### src/rtl/dma_seq_pkg.sv
package dma_seq_pkg;

  typedef struct packed {
    logic load;
    logic step;
  } seq_strobe_t;

  typedef struct packed {
    logic countIsOne;
    logic countInitZero;
    logic misalign;
    logic ringLatched;
    logic ringRaw;
  } seq_status_t;

endpackage

### src/rtl/dma_seq_addr_unit.sv
module dma_seq_addr_unit #(
  parameter int ADDR_W    = 32,
  parameter int RING_BITS = 5
) (
  input  logic              clk,
  input  logic              rstN,
  input  logic              load,
  input  logic              step,
  input  logic [ADDR_W-1:0] startAddr,
  input  logic              incRaw,
  input  logic              wideRaw,
  input  logic              ringRaw,
  input  logic              incQ,
  input  logic              wideQ,
  input  logic              ringQ,
  output logic [ADDR_W-1:0] addr,
  output logic [1:0]        lanes,
  output logic              misalign
);

  localparam logic [ADDR_W-1:0] MASK_BYTE = (ADDR_W'(1) << RING_BITS) - ADDR_W'(1);
  localparam logic [ADDR_W-1:0] MASK_HALF = (ADDR_W'(1) << (RING_BITS + 1)) - ADDR_W'(1);

  logic [ADDR_W-1:0] stepSize;
  logic [ADDR_W-1:0] sum;
  logic [ADDR_W-1:0] ringMask;
  logic [ADDR_W-1:0] nextAddr;
  logic [ADDR_W-1:0] rawMask;

  always_comb begin
    stepSize = wideQ ? ADDR_W'(2) : ADDR_W'(1);
    sum      = addr + stepSize;
    ringMask = wideQ ? MASK_HALF : MASK_BYTE;
    if (!incQ)
      nextAddr = addr;
    else if (ringQ)
      nextAddr = (addr & ~ringMask) | (sum & ringMask);
    else
      nextAddr = sum;
  end

  always_comb begin
    rawMask  = wideRaw ? MASK_HALF : MASK_BYTE;
    misalign = ringRaw && incRaw && ((startAddr & rawMask) != '0);
  end

  always_comb begin
    if (wideQ)
      lanes = 2'b11;
    else
      lanes = addr[0] ? 2'b10 : 2'b01;
  end

  always_ff @(posedge clk or negedge rstN) begin
    if (!rstN)
      addr <= '0;
    else if (load)
      addr <= startAddr;
    else if (step)
      addr <= nextAddr;
  end

  AST_FIXED_HOLD: assert property (@(posedge clk) disable iff (!rstN)
    (step && !load && !incQ) |=> (addr == $past(addr)))
    else $error("fixed side moved");

  AST_RING_UPPER: assert property (@(posedge clk) disable iff (!rstN)
    (step && !load && incQ && ringQ) |=> ((addr & ~MASK_HALF) == ($past(addr) & ~MASK_HALF)))
    else $error("ring step left window");

  AST_RING_UPPER_BYTE: assert property (@(posedge clk) disable iff (!rstN)
    (step && !load && incQ && ringQ && !wideQ) |=> ((addr & ~MASK_BYTE) == ($past(addr) & ~MASK_BYTE)))
    else $error("byte ring step left window");

endmodule

### src/rtl/dma_seq_dpath.sv
module dma_seq_dpath
  import dma_seq_pkg::*;
#(
  parameter int ADDR_W    = 32,
  parameter int CNT_W     = 16,
  parameter int RING_BITS = 5
) (
  input  logic              clk,
  input  logic              rstN,
  input  seq_strobe_t       strobe,
  input  logic [ADDR_W-1:0] srcStart,
  input  logic [ADDR_W-1:0] dstStart,
  input  logic [CNT_W-1:0]  countInit,
  input  logic              sizeWide,
  input  logic              srcInc,
  input  logic              dstInc,
  input  logic              ringMode,
  output seq_status_t       status,
  output logic [ADDR_W-1:0] srcAddr,
  output logic [ADDR_W-1:0] dstAddr,
  output logic [1:0]        srcLanes,
  output logic [1:0]        dstLanes,
  output logic [CNT_W-1:0]  countNow
);

  localparam int SIDES = 2;

  logic wideQ, ringQ;
  logic [SIDES-1:0] incQ;
  logic [SIDES-1:0] incRaw;
  logic [SIDES-1:0] sideMisalign;
  logic [ADDR_W-1:0] startArr [SIDES];
  logic [ADDR_W-1:0] addrArr  [SIDES];
  logic [1:0]        lanesArr [SIDES];

  assign incRaw      = {dstInc, srcInc};
  assign startArr[0] = srcStart;
  assign startArr[1] = dstStart;

  always_ff @(posedge clk or negedge rstN) begin
    if (!rstN) begin
      wideQ <= 1'b0;
      ringQ <= 1'b0;
      incQ  <= '0;
    end else if (strobe.load) begin
      wideQ <= sizeWide;
      ringQ <= ringMode;
      incQ  <= incRaw;
    end
  end

  for (genvar s = 0; s < SIDES; s++) begin : g_side
    dma_seq_addr_unit #(
      .ADDR_W   (ADDR_W),
      .RING_BITS(RING_BITS)
    ) u_addr (
      .clk      (clk),
      .rstN     (rstN),
      .load     (strobe.load),
      .step     (strobe.step),
      .startAddr(startArr[s]),
      .incRaw   (incRaw[s]),
      .wideRaw  (sizeWide),
      .ringRaw  (ringMode),
      .incQ     (incQ[s]),
      .wideQ    (wideQ),
      .ringQ    (ringQ),
      .addr     (addrArr[s]),
      .lanes    (lanesArr[s]),
      .misalign (sideMisalign[s])
    );
  end

  assign srcAddr  = addrArr[0];
  assign dstAddr  = addrArr[1];
  assign srcLanes = lanesArr[0];
  assign dstLanes = lanesArr[1];

  always_ff @(posedge clk or negedge rstN) begin
    if (!rstN)
      countNow <= '0;
    else if (strobe.load)
      countNow <= countInit;
    else if (strobe.step && !ringQ)
      countNow <= countNow - CNT_W'(1);
  end

  always_comb begin
    status.countIsOne    = (countNow == CNT_W'(1));
    status.countInitZero = (countInit == '0);
    status.misalign      = |sideMisalign;
    status.ringLatched   = ringQ;
    status.ringRaw       = ringMode;
  end

  AST_COUNT_STEP: assert property (@(posedge clk) disable iff (!rstN)
    (strobe.step && !strobe.load && !ringQ) |=> (countNow == $past(countNow) - CNT_W'(1)))
    else $error("count did not drop by one");

  AST_RING_COUNT_HOLD: assert property (@(posedge clk) disable iff (!rstN)
    (strobe.step && !strobe.load && ringQ) |=> $stable(countNow))
    else $error("count moved in ring mode");

endmodule

### src/rtl/dma_seq_ctrl.sv
module dma_seq_ctrl
  import dma_seq_pkg::*;
(
  input  logic        clk,
  input  logic        rstN,
  input  logic        enable,
  input  logic        xferReq,
  input  seq_status_t status,
  output seq_strobe_t strobe,
  output logic        xferAck,
  output logic        active,
  output logic        done,
  output logic        cfgError
);

  typedef enum logic [1:0] {
    ST_IDLE = 2'd0,
    ST_RUN  = 2'd1,
    ST_HALT = 2'd2,
    ST_ERR  = 2'd3
  } seq_state_e;

  seq_state_e state, stateNext;

  always_comb begin
    xferAck     = (state == ST_RUN) && enable && xferReq;
    strobe.step = xferAck;
    strobe.load = (state == ST_IDLE) && enable && !status.misalign;
  end

  always_comb begin
    stateNext = state;
    unique case (state)
      ST_IDLE: begin
        if (enable) begin
          if (status.misalign)
            stateNext = ST_ERR;
          else if (!status.ringRaw && status.countInitZero)
            stateNext = ST_HALT;
          else
            stateNext = ST_RUN;
        end
      end
      ST_RUN: begin
        if (!enable)
          stateNext = ST_IDLE;
        else if (xferAck && !status.ringLatched && status.countIsOne)
          stateNext = ST_HALT;
      end
      ST_HALT, ST_ERR: begin
        if (!enable)
          stateNext = ST_IDLE;
      end
      default: stateNext = ST_IDLE;
    endcase
  end

  always_ff @(posedge clk or negedge rstN) begin
    if (!rstN)
      state <= ST_IDLE;
    else
      state <= stateNext;
  end

  assign active   = (state == ST_RUN);
  assign done     = (state == ST_HALT);
  assign cfgError = (state == ST_ERR);

  AST_ACK_NEEDS_ENABLE: assert property (@(posedge clk) disable iff (!rstN)
    xferAck |-> (enable && !done && !cfgError))
    else $error("grant while disabled or stopped");

  AST_DONE_AFTER_LAST: assert property (@(posedge clk) disable iff (!rstN)
    (xferAck && !status.ringLatched && status.countIsOne) |=> (done || !enable))
    else $error("last transfer did not finish");

  AST_ERR_NO_GRANT: assert property (@(posedge clk) disable iff (!rstN)
    cfgError |-> !xferAck)
    else $error("grant in error state");

  AST_RING_NEVER_DONE: assert property (@(posedge clk) disable iff (!rstN)
    (active && status.ringLatched && enable) |=> !done)
    else $error("ring channel finished");

endmodule

### src/rtl/dma_addr_seq.sv
module dma_addr_seq
  import dma_seq_pkg::*;
#(
  parameter int ADDR_W    = 32,
  parameter int CNT_W     = 16,
  parameter int RING_LEN  = 32
) (
  input  logic              clk,
  input  logic              rstN,
  input  logic [ADDR_W-1:0] srcStart,
  input  logic [ADDR_W-1:0] dstStart,
  input  logic [CNT_W-1:0]  countInit,
  input  logic              sizeWide,
  input  logic              srcInc,
  input  logic              dstInc,
  input  logic              ringMode,
  input  logic              enable,
  input  logic              xferReq,
  output logic              xferAck,
  output logic [ADDR_W-1:0] srcAddr,
  output logic [ADDR_W-1:0] dstAddr,
  output logic [1:0]        srcLanes,
  output logic [1:0]        dstLanes,
  output logic [CNT_W-1:0]  countNow,
  output logic              active,
  output logic              done,
  output logic              cfgError
);

  localparam int RING_BITS = $clog2(RING_LEN);

  seq_strobe_t strobe;
  seq_status_t status;

  dma_seq_ctrl u_ctrl (
    .clk     (clk),
    .rstN    (rstN),
    .enable  (enable),
    .xferReq (xferReq),
    .status  (status),
    .strobe  (strobe),
    .xferAck (xferAck),
    .active  (active),
    .done    (done),
    .cfgError(cfgError)
  );

  dma_seq_dpath #(
    .ADDR_W   (ADDR_W),
    .CNT_W    (CNT_W),
    .RING_BITS(RING_BITS)
  ) u_dpath (
    .clk      (clk),
    .rstN     (rstN),
    .strobe   (strobe),
    .srcStart (srcStart),
    .dstStart (dstStart),
    .countInit(countInit),
    .sizeWide (sizeWide),
    .srcInc   (srcInc),
    .dstInc   (dstInc),
    .ringMode (ringMode),
    .status   (status),
    .srcAddr  (srcAddr),
    .dstAddr  (dstAddr),
    .srcLanes (srcLanes),
    .dstLanes (dstLanes),
    .countNow (countNow)
  );

endmodule

### config.mk
export PLATFORM = sky130hd
export DESIGN_NAME = dma_addr_seq
export DESIGN_NICKNAME = d
export VERILOG_FILES = /design/src/rtl/dma_seq_pkg.sv /design/src/rtl/dma_seq_addr_unit.sv /design/src/rtl/dma_seq_dpath.sv /design/src/rtl/dma_seq_ctrl.sv /design/src/rtl/dma_addr_seq.sv
export SDC_FILE = /design/constraint.sdc
export NUM_CORES = 1
export LEC_CHECK = 0
export CAP_MARGIN = 20
export CORE_ASPECT_RATIO = 2
export CORE_MARGIN = 4
export CORE_UTILIZATION = 50
export CTS_CLUSTER_DIAMETER = 60
export DETAILED_ROUTE_END_ITERATION = 7
export PLACE_DENSITY = 0.83
export SYNTH_ARGS = -nofsm -noshare
export SYNTH_HDL_FRONTEND = slang
export SYNTH_SLANG_ARGS = --single-unit
### constraint.sdc
create_clock -name clk -period 6.93 [get_ports clk]
set_input_delay 1.0395 -clock clk [delete_from_list [all_inputs] [get_ports clk]]
set_output_delay 1.0395 -clock clk [all_outputs]
set_load 0.005 [all_outputs]
---- After elaboration in Yosys (flattened, before gate mapping) ----
Cells that the tools add are included.
operators by class
  $add $sub $neg .......................... 3
  multiply operators ...................... 0
  divide/modulo/power cells ............... 0
  order comparisons ....................... 0
  equality and inequality tests ........... 7
  shift-type cells ........................ 0
  muxes and demuxes ....................... 24
  bitwise logic cells ..................... 9
  reductions and logical operators ........ 27
operator list
  operator                 number
  $mux W32                 8
  $and A32 B32 Y32         3
  $and A32 B6 Y32          3
  $add A32 B32 Y32         2
  $or A32 B32 Y32          2
  $reduce_bool A32 Y1      2
  $mux W16                 2
  $not A6 Y32              1
  $mux W2                  11
  $eq A16 B1 Y1 const B    1
  $logic_not A16 Y1        1
  $sub A16 B1 Y16 const B  1
  $mux W6                  2
  $logic_and A1 B1 Y1      11
  $reduce_bool A2 Y1       4
  $pmux W2 S3              1
  $eq A2 B2 Y1 const B     2
  $ne A2 B2 Y1 const B     2
  $reduce_and A2 Y1        2
  $reduce_or A2 Y1         2
  $logic_not A1 Y1         3
  $ne A3 B2 Y1 const B     1
  $reduce_and A3 Y1        1
  $eq A2 B1 Y1 const B     1
  $logic_not A2 Y1         1
word-level totals
  register bits ........................... 86
  latch bits .............................. 0
  bits in writable memories ............... 0
  ROM bits ................................ 0
  input port bits ......................... 88
  output and inout bits ................... 88
  memories ................................ 0

---- Longest topological paths before layout ----
Gate-level depths: netlist of run 1.
  word-level depth ........................ 9
  mapped depth ............................ 10

---- By module ----
Synthesis of run 1 repeated with hierarchy kept, for this count alone.
unflattened totals
  cells, all modules ...................... 633
  area total of the unflattened synthesis .. 5,491.5 um^2
modules (own cells, without submodules)
  module             times used  cells an instance  area an instance (um^2)  seq. area each (um^2)
  dma_seq_addr_unit  2           246                2,082.0                  800.8
  dma_seq_dpath      1           123                1,179.9                  500.5
  dma_seq_ctrl       1           18                 147.6                    50.0

---- Worst setup path before layout of run 1 ----
Ideal clock, no wire load.
  path kind ............................... reg2reg
  start ................................... reg u_dpath.wideQ
  end ..................................... reg u_dpath.g_side[0].u_addr.addr[24]
  setup time .............................. 0.082 ns
  arrival ................................. 2.473 ns
  data required time ...................... 6.848 ns
  setup slack ............................. 4.375 ns
  cell stages (with the launch flop) ...... 11
  path buffers ............................ 1
  period minus slack after synthesis ...... 2.555 ns
  path through ............................ dfrtp_1 inv_1 ha_1 inv_1 fa_1 and4b_1 nand4_4 nand2b_1 clkbuf_2 or3_1 a31oi_1
on the way
  word-level cells in the longest chain between the ends .. 8
ends and longest elaborated chain
  element                 RTL line                 source
  from (decl)             dma_seq_dpath.sv:28      logic wideQ, ringQ;
  from (signal assigned)  dma_seq_dpath.sv:46      wideQ <= sizeWide;
  $mux W2 (*)             dma_seq_addr_unit.sv:31  stepSize = wideQ ? ADDR_W'(2) : ADDR_W'(1);
  $add A32 B32 Y32 (*)    dma_seq_addr_unit.sv:32  sum = addr + stepSize;
  $and A32 B6 Y32         dma_seq_addr_unit.sv:37  nextAddr = (addr & ~ringMask) | (sum & ringMask);
  $or A32 B32 Y32         dma_seq_addr_unit.sv:37
  $mux W32 (*)            dma_seq_addr_unit.sv:36  else if (ringQ)
  $mux W32 (*)            dma_seq_addr_unit.sv:34  if (!incQ)
  $mux W32 (*)            dma_seq_addr_unit.sv:59  else if (step)
  $mux W32 (*)            dma_seq_addr_unit.sv:57  else if (load)
  to (signal assigned)    dma_seq_addr_unit.sv:58  addr <= startAddr;
  to (signal assigned)    dma_seq_addr_unit.sv:60  addr <= nextAddr;
  to (decl)               dma_seq_addr_unit.sv:16  output logic [ADDR_W-1:0] addr,
Mark *: on every way between the ends. The rest lies on a longest branch, timed or not. The select of a mux whose other input is x is not followed.
A chain may end at the register's enable or synchronous reset.

---- Worst setup path after layout of run 1 ----
  start ................................... in enable
  end ..................................... out xferAck
on the way
  word-level cells in the longest chain between the ends .. 2
ends and longest elaborated chain
  element                            RTL line            source
  from (decl)                        dma_addr_seq.sv:17  input logic enable,
  $logic_and A1 B1 Y1 (2 in series)  dma_seq_ctrl.sv:26  xferAck = (state == ST_RUN) && enable && xferReq;
  to (decl)                          dma_addr_seq.sv:19  output logic xferAck,
No other way between the ends.

==> reports/qor.yml, run 1 <==
yosys.area_share.simple_pct: 27.8
netSwitchingPower_w: 0.000724
ys_ff_latch: 86
floorplan.core_area_sq_um: 9830
final_critical_path_setup_slack_ns: 3.26
synth.area.mux_share_pct: 1.25
crit_top_cell: "sky130_fd_sc_hd__clkdlybuf4s50_1"
floorplan.die_area_sq_um: 12000
antenna_diode_count: 0
status: "completed"
slew-limit-headroom_pct: 35.2
io-pin-count: 176
synth_area_leaders: "sky130_fd_sc_hd__dfrtp_1 (42%), sky130_fd_sc_hd__nand2_1 (7.4%), sky130_fd_sc_hd__o21ai_0 (7.1%)"
layout.filler_cells: 774
cts_hold_buf: 0
detail_route.iter0.violations: 212
leading_register_cell_type_out_of_synthesis: "sky130_fd_sc_hd__dfrtp_1"
critical_path.endpoint_type: "primary output"
post-route-drc-count: 0
critical-path-top-delay-family: "buffers and inverters"
cts_sinks: 86
slowest_stage_cell_crit_path: "sky130_fd_sc_hd__clkdlybuf4s50_1"
cp_cell_sequence: "clkdlybuf4s50_1 -> nand4b_4 -> clkinv_2 -> clkdlybuf4s50_1"
timing_worst_setup_path_type: "in2out"
ratio_of_cells_with_drive_above_1_in_the_final_layout_pct: 4.89
grt.overflow.total: 0
clkLatencyLatePin_ns: 0.34
seq_area_sq_um: 2150
dp_hpwl_microns: 11700
post-place-cells: 872
initial_core_util_pct: 51.9
compound_gate_fraction_of_synth_area_pct: 11.6
skew_ns: 0.00686
max_cap_violations: 0
wire_per_inst_microns: 17.4
post-synth-top-area-fraction_pct: 42.2
clockPowerShare_pct: 23.3
worst-endpoint-required_ns: 5.89
synthesis.instances: 585
clk_pin_slew_ns: 0.06
setup_viol_count_final: 0
area_added_between_synthesis_and_finish_pct: 43.5
cts_repair_resize_count: 0
power.share.combinational_pct: 36.4
clock.fmax_ghz: 0.272
combinational_family_with_the_most_area_after_synthesis: "simple AND/OR/NAND/NOR gates"
max_slew.worst_pin.slew_ns: 0.967
grt_max_degree: 101
fin_crit_ns: 3.67
timing.final.hold_violations: 0
gp_congestion: 0.851
final-instance-count-excl-fill: 889
cts.path.max_buffers: 2
maxSlewViolCount: 0
timing.final.crit_share_pct: 53.0
critPathLaunchType: "primary input"
synth_xor_xnor_area_share_pct: 10.5
post_cts_buffers: 0
ys_warn_count: 0
synthesis.nets: 685
vdd.ir_drop.worst_mv: 0.200
synth-async-reset-ratio_pct: 100
route.detailed.vias_per_inst: 5.64
number_of_placement_rows: 51
yosysUniqueCellTypes: 53
power_density_of_the_placed_cells_nw_per_um2: 294
cts_root_buf: "sky130_fd_sc_hd__clkbuf_16"
numPortBuffers: 175
fp.dieH_microns: 151
power_leakage_nw: 2.79
vias_in_the_first_global_route: 5196
number_of_vias_after_detailed_routing: 5016
critPathLaunch: "enable"
numCtsBuffers: 9
cellInternalPower_w: 0.00143
rsz_0062_raised_after_global_routing: "false"
fin_tns_setup_ns: 0
synthTopCellsByCount: "sky130_fd_sc_hd__nand2_1 (101), sky130_fd_sc_hd__dfrtp_1 (86), sky130_fd_sc_hd__o21ai_0 (72)"
area_of_the_multi_input_gates_sq_um: 2800
p_sw_share_pct: 33.6
maximum_fanout_encountered_on_the_critical_timing_path: 10
min-delay-start: "u_dpath.incQ[0]"
fin_nets: 853
dp_slack_ns: 2.97
sequential_to_total_area_share_from_yosys_stat_pct: 42.2
grt_usage_pct: 26.2
grt_first_pass_wirelength_microns: 24600
synth-adder-area-share_pct: 3.24
critical_path_arrival_ns: 2.63
dr.pass1.iters: 4
netlist.top_cell.by_area: "sky130_fd_sc_hd__dfrtp_1"
floorplan.die.width_microns: 79.4
detail-route-antenna-nets: 0
post_synth_edffs: 0
sequentialPowerShare_pct: 40.2
synth.most_common_cell: "sky130_fd_sc_hd__nand2_1"
wl_microns: 15500
tritoncts: "done"
initial_antenna_violation_count: 0
syn_area_per_cell_sq_um: 8.72
synth.cell_area_sq_um: 5100
cp_num_buf_inv: 3
worst_reg2reg_path_startpoint: "u_dpath.wideQ"
hp-class: "reg2reg"
critPathMaxStageDelay_ns: 0.56
cts.htree.levels: 3
==> flip-flops by register name (all words and copies together) (netlist names), named ones only <==
signal	count
u_dpath.countNow	16
u_dpath.wideQ	1
u_dpath.incQ	2
u_ctrl.state	2
u_dpath.ringQ	1
u_dpath.g_side.u_addr.addr	62
==> layout by cell type, fill, tap and decap left out, types with 12 or more instances in the layout <==
cell                              synthesis  final
sky130_fd_sc_hd__xnor2_1                 32     32
sky130_fd_sc_hd__nor3_1                  15     14
sky130_fd_sc_hd__nor2_1                  41     41
sky130_fd_sc_hd__nor4_1                  13     13
sky130_fd_sc_hd__clkdlybuf4s50_1          0    174
sky130_fd_sc_hd__o21ai_0                 72     72
sky130_fd_sc_hd__a21oi_1                 12     12
sky130_fd_sc_hd__xor2_1                  29     29
sky130_fd_sc_hd__nand4_1                 24     24
sky130_fd_sc_hd__dfrtp_1                 86     86
sky130_fd_sc_hd__nand3_1                 23     23
sky130_fd_sc_hd__nand2_1                101    101
sky130_fd_sc_hd__inv_1                   19     19
==> layer usage <==
| layer | track usage (%) | vias up | share of wire [%] |
|---|---|---|---|
| met4 | 13.4 | 0 | 4.0 |
| li1 | - | 2377 | - |
| met1 | 27.4 | 2414 | 34 |
| met3 | 5.71 | 43 | 6.6 |
| met5 | 0 | - | 0 |
| met2 | 48.0 | 182 | 55 |
==> final timing paths <==
| path | endpoint | slack (ns) | depth (start not counted) |
|---|---|---|---|
| worst max-delay path | xferAck | 3.26 | 4 |
| worst min-delay path | u_dpath.incQ[0] | 0.52 | 2 |
| worst max register to register | u_dpath.g_side[0].u_addr.addr[28] | 3.97 | 9 |
| max in group asynchronous | u_dpath.g_side[1].u_addr.addr[0] | 5.77 | 2 |
| min in group asynchronous | u_dpath.countNow[14] | 0.55 | 1 |
| worst min register to register | u_dpath.incQ[0] | 0.52 | 2 |
==> cell families after synthesis <==
kind of cell | Yosys count
compound gates | 107
simple gates | 271
fa+ha+maj | 12
flops | 86
buf+inv | 42
mux | 6
xor+xnor | 61
==> worst reg2reg max path, stage by stage, from the launching register on <==
cell	delay, ns
sky130_fd_sc_hd__dfrtp_1	0.42
sky130_fd_sc_hd__inv_1	0.30
sky130_fd_sc_hd__ha_1	0.24
sky130_fd_sc_hd__inv_1	0.06
sky130_fd_sc_hd__fa_1	0.41
sky130_fd_sc_hd__and4b_1	0.36
sky130_fd_sc_hd__nand4_4	0.20
sky130_fd_sc_hd__nand2b_1	0.35
sky130_fd_sc_hd__or3_1	0.38
sky130_fd_sc_hd__a31oi_1	0.17
==> power groups by stage <==
stage               clock, W  combinational, W  sequential [W]
finish              0.000503          0.000784        0.000867
global placement           0          0.000759        0.000860
CTS                 0.000510          0.000791        0.000864
global route        0.000529          0.000863        0.000895
detailed placement         0          0.000784        0.000869
floorplan                  0          0.000318        0.000833
==> layout make-up <==
class	count	share of cell area (%)
multi-input combinational	457	38.2
sequential	86	29.4
timing repair buffer	179	24.9
clock buffer	12	3.64
tap	132	2.26
inverter	20	1.04
clock inverter	3	0.581
==> stage by stage <==
stage               util [%]  hold WS (ns)  total power, W  instance area (sq um)
floorplan                  -         0.461         0.00115                   5100
global placement        70.9         0.481         0.00162                   6970
detailed placement      70.9         0.500         0.00165                   6970
CTS                     74.0         0.514         0.00216                   7280
global route            74.5         0.557         0.00229                   7320
finish                  74.5         0.521         0.00215                   7320
Power figures use the tool's default switching activity.
==> inputs of run 2 (changes only) <==
--- a/config.mk
+++ b/config.mk
@@ -8,10 +8,10 @@
 export CAP_MARGIN = 20
 export CORE_ASPECT_RATIO = 2
 export CORE_MARGIN = 4
-export CORE_UTILIZATION = 50
+export CORE_UTILIZATION = 42
 export CTS_CLUSTER_DIAMETER = 60
 export DETAILED_ROUTE_END_ITERATION = 7
-export PLACE_DENSITY = 0.83
+export PLACE_DENSITY = 0.74
 export SYNTH_ARGS = -nofsm -noshare
 export SYNTH_HDL_FRONTEND = slang
 export SYNTH_SLANG_ARGS = --single-unit
==> constraint.sdc (replaced) <==
create_clock -name clk -period 3.2 [get_ports clk]
set_input_delay 0.48 -clock clk [delete_from_list [all_inputs] [get_ports clk]]
set_output_delay 0.48 -clock clk [all_outputs]
set_load 0.005 [all_outputs]
==> run 2 against run 1 <==
Design area increased by 0.14%. Via count decreased by 2.3%. Global-route usage decreased by 3.9 points. Routed wire length increased by 1.0%. Die area increased by 18%.
==> reports/qor.yml, run 2 (synthesized netlist as in run 1, its figures left out) <==
critPathLaunch: "u_dpath.wideQ"
cp_cell_sequence: "inv_1 -> ha_1 -> inv_1 -> fa_1 -> and4b_1 -> nand4_4 -> nand2b_1 -> or3_1 -> a31oi_1"
timing_worst_setup_path_type: "reg2reg"
initial_antenna_violation_count: 0  # unchanged
r2r_slack_ns: 0.23  # -3.74 ns
max_cap_violations: 0  # unchanged
timing.reg2reg.worst_path_depth: 9  # unchanged
cts_root_buf: "sky130_fd_sc_hd__clkbuf_16"
layout.filler_cells: 1036  # +34%
antenna_diode_count: 0  # unchanged
seq_area_sq_um: 2150  # unchanged
dr.pass1.iters: 4  # unchanged
hp-class: "in2async"
final_cell_mix: "sky130_fd_sc_hd__clkdlybuf4s50_1 (174), sky130_fd_sc_hd__nand2_1 (101), sky130_fd_sc_hd__dfrtp_1 (86), sky130_fd_sc_hd__o21ai_0 (72), sky130_fd_sc_hd__nor2_1 (41)"
dp_hpwl_microns: 11900  # +2.3%
worstSetupEndpoint: "u_dpath.g_side[0].u_addr.addr[30]"
cts.htree.levels: 3  # unchanged
fp.dieH_microns: 164  # +8.6%
ratio_of_cells_with_drive_above_1_in_the_final_layout_pct: 5.38  # +0.49 points
grt_first_pass_wirelength_microns: 24800  # +0.73%
maximum_fanout_encountered_on_the_critical_timing_path: 9  # -1
route.detailed.vias_per_inst: 5.40  # -4.2%
numCtsBuffers: 9  # unchanged
detail-route-antenna-nets: 0  # unchanged
cp_num_buf_inv: 2  # -1
rsz_0062_raised_after_global_routing: "false"
clk_pin_slew_ns: 0.07  # about the same
fin_crit_ns: 2.97
cts_sinks: 86  # unchanged
numPortBuffers: 175  # unchanged
largest_register_ffs: 62  # unchanged
worst-endpoint-required_ns: 3.46  # -2.43 ns
slowest_stage_cell_crit_path: "sky130_fd_sc_hd__dfrtp_1"
vias_in_the_first_global_route: 5105  # -1.8%
fin_tns_setup_ns: 0  # unchanged
clkLatencyLatePin_ns: 0.34  # about the same
status: "completed"
skew_ns: 0.0108  # +0.00399 ns
timing.final.crit_share_pct: 92.9
tritoncts: "done"
power_density_of_the_placed_cells_nw_per_um2: 634  # +120%
wl_microns: 15700  # +1.0%
biggestRegsByFlops: "u_dpath.g_side.u_addr.addr x62, u_dpath.countNow x16"
gp_congestion: 0.847  # -0.54%
grt_usage_pct: 22.3  # -3.9 points
wire_per_inst_microns: 17.3  # -0.97%
post_cts_buffers: 0  # unchanged
detail_route.iter0.violations: 189  # -11%
maxSlewViolCount: 0  # unchanged
critical-path-top-delay-family: "simple AND/OR/NAND/NOR gates"
grt_max_degree: 129  # +28%
power_w: 0.00465  # +120%
layout_commonest_cell: "sky130_fd_sc_hd__clkdlybuf4s50_1"
regToRegEndpoint: "u_dpath.g_side[0].u_addr.addr[30]"
initial_core_util_pct: 43.1  # -8.8 points
clock.fmax_ghz: 0.336
most_flop_heavy_register: "u_dpath.g_side.u_addr.addr"
grt.overflow.total: 0  # unchanged
critPathMaxStageDelay_ns: 0.41  # -0.15 ns
power_leakage_nw: 2.79  # +0.29%
max_slew.worst_pin.slew_ns: 0.675  # -0.291 ns
number_of_placement_rows: 56  # +9.8%
final_core_util_pct: 61.9  # -13 points
cts_hold_buf: 0  # unchanged
path_depth: 9  # +5
critical_path.endpoint_type: "flip-flop"
floorplan.core_area_sq_um: 11800  # +20%
floorplan.die_area_sq_um: 14100  # +18%
timing.final.hold_violations: 0  # unchanged
fin_nets: 857  # +0.47%
crit_top_cell: "sky130_fd_sc_hd__inv_1"
critPathLaunchType: "flip-flop"
cts.path.max_buffers: 2  # unchanged
setup_viol_count_final: 0  # unchanged
worst_reg2reg_path_startpoint: "u_dpath.wideQ"
floorplan.die.width_microns: 85.9  # +8.2%
area_of_the_multi_input_gates_sq_um: 2790  # -0.18%
slew-limit-headroom_pct: 55.0  # +20 points
vdd.ir_drop.worst_mv: 0.344  # +72%
critical_path_arrival_ns: 3.23  # +0.60 ns
cts_repair_resize_count: 0  # unchanged
number_of_vias_after_detailed_routing: 4901  # -2.3%
io-pin-count: 176  # unchanged
area_added_between_synthesis_and_finish_pct: 43.7
post-route-drc-count: 0  # unchanged
-- run 2: worst min-delay path by stage --
stage / startpoint / to / slack, ns / depth (start not counted)
2_1_floorplan: rstN / async pin / 0.18 / 0
3_3_place_gp: u_dpath.incQ[0] / u_dpath.incQ[0] / 0.49 / 2
5_1_grt: rstN / u_dpath.g_side[1].u_addr.addr[3] / 0.22 / 1
3_5_place_dp: u_dpath.incQ[0] / u_dpath.incQ[0] / 0.50 / 2
6_report: rstN / u_dpath.g_side[0].u_addr.addr[0] / 0.16 / 1
4_1_cts: rstN / u_dpath.g_side[0].u_addr.addr[0] / 0.19 / 1
-- run 2: worst register-to-register path, delay by kind of cell, from the launching register on --
| kind | cells | cell delay (ns) |
|---|---|---|
| adder cells (fa/ha/maj) | 2 | 0.65 |
| AND/OR/NAND/NOR | 4 | 1.28 |
| buffers and inverters | 2 | 0.37 |
| AO/OA/AOI/OAI | 1 | 0.18 |
| flip-flops | 1 | 0.41 |
-- run 2: through the flow --
| step | std cells | setup slack, ns | hold WS, ns | area [sq um] |
|---|---|---|---|---|
| final | 907 | 0.228 | 0.162 | 7330 |
| after global placement | 891 | 0.359 | 0.487 | 7020 |
| after floorplan | 585 | 0.645 | 0.184 | 5100 |
| after detailed placement | 891 | 0.256 | 0.501 | 7020 |
| after global routing | 907 | 0.0316 | 0.223 | 7330 |
| after CTS | 907 | 0.232 | 0.192 | 7330 |
-- run 2: where the power goes --
part	internal [W]	switching (W)	total, W	leakage (nW)
clock network	0.000616	0.000471	0.00109	0.148
registers	0.00141	0.000469	0.00188	1.05
logic	0.00101	0.000665	0.00168	1.60
total	0.00304	0.00161	0.00465	2.79
-- run 2: layout make-up --
| class | instances | area share (%) |
|---|---|---|
| clock buffer | 9 | 3.07 |
| clock inverter | 7 | 1.09 |
| inverter | 20 | 1.04 |
| multi-input combinational | 457 | 38.1 |
| sequential | 86 | 29.4 |
| tap | 145 | 2.48 |
| timing repair buffer | 183 | 24.9 |
-- run 2: per-layer routing --
metal	track usage [%]	routed length (microns)	vias up
li1	-	-	2387
met1	23.5	5650	2322
met2	41.7	8670	158
met3	4.67	850	34
met4	9.51	476	0
met5	0	0	-
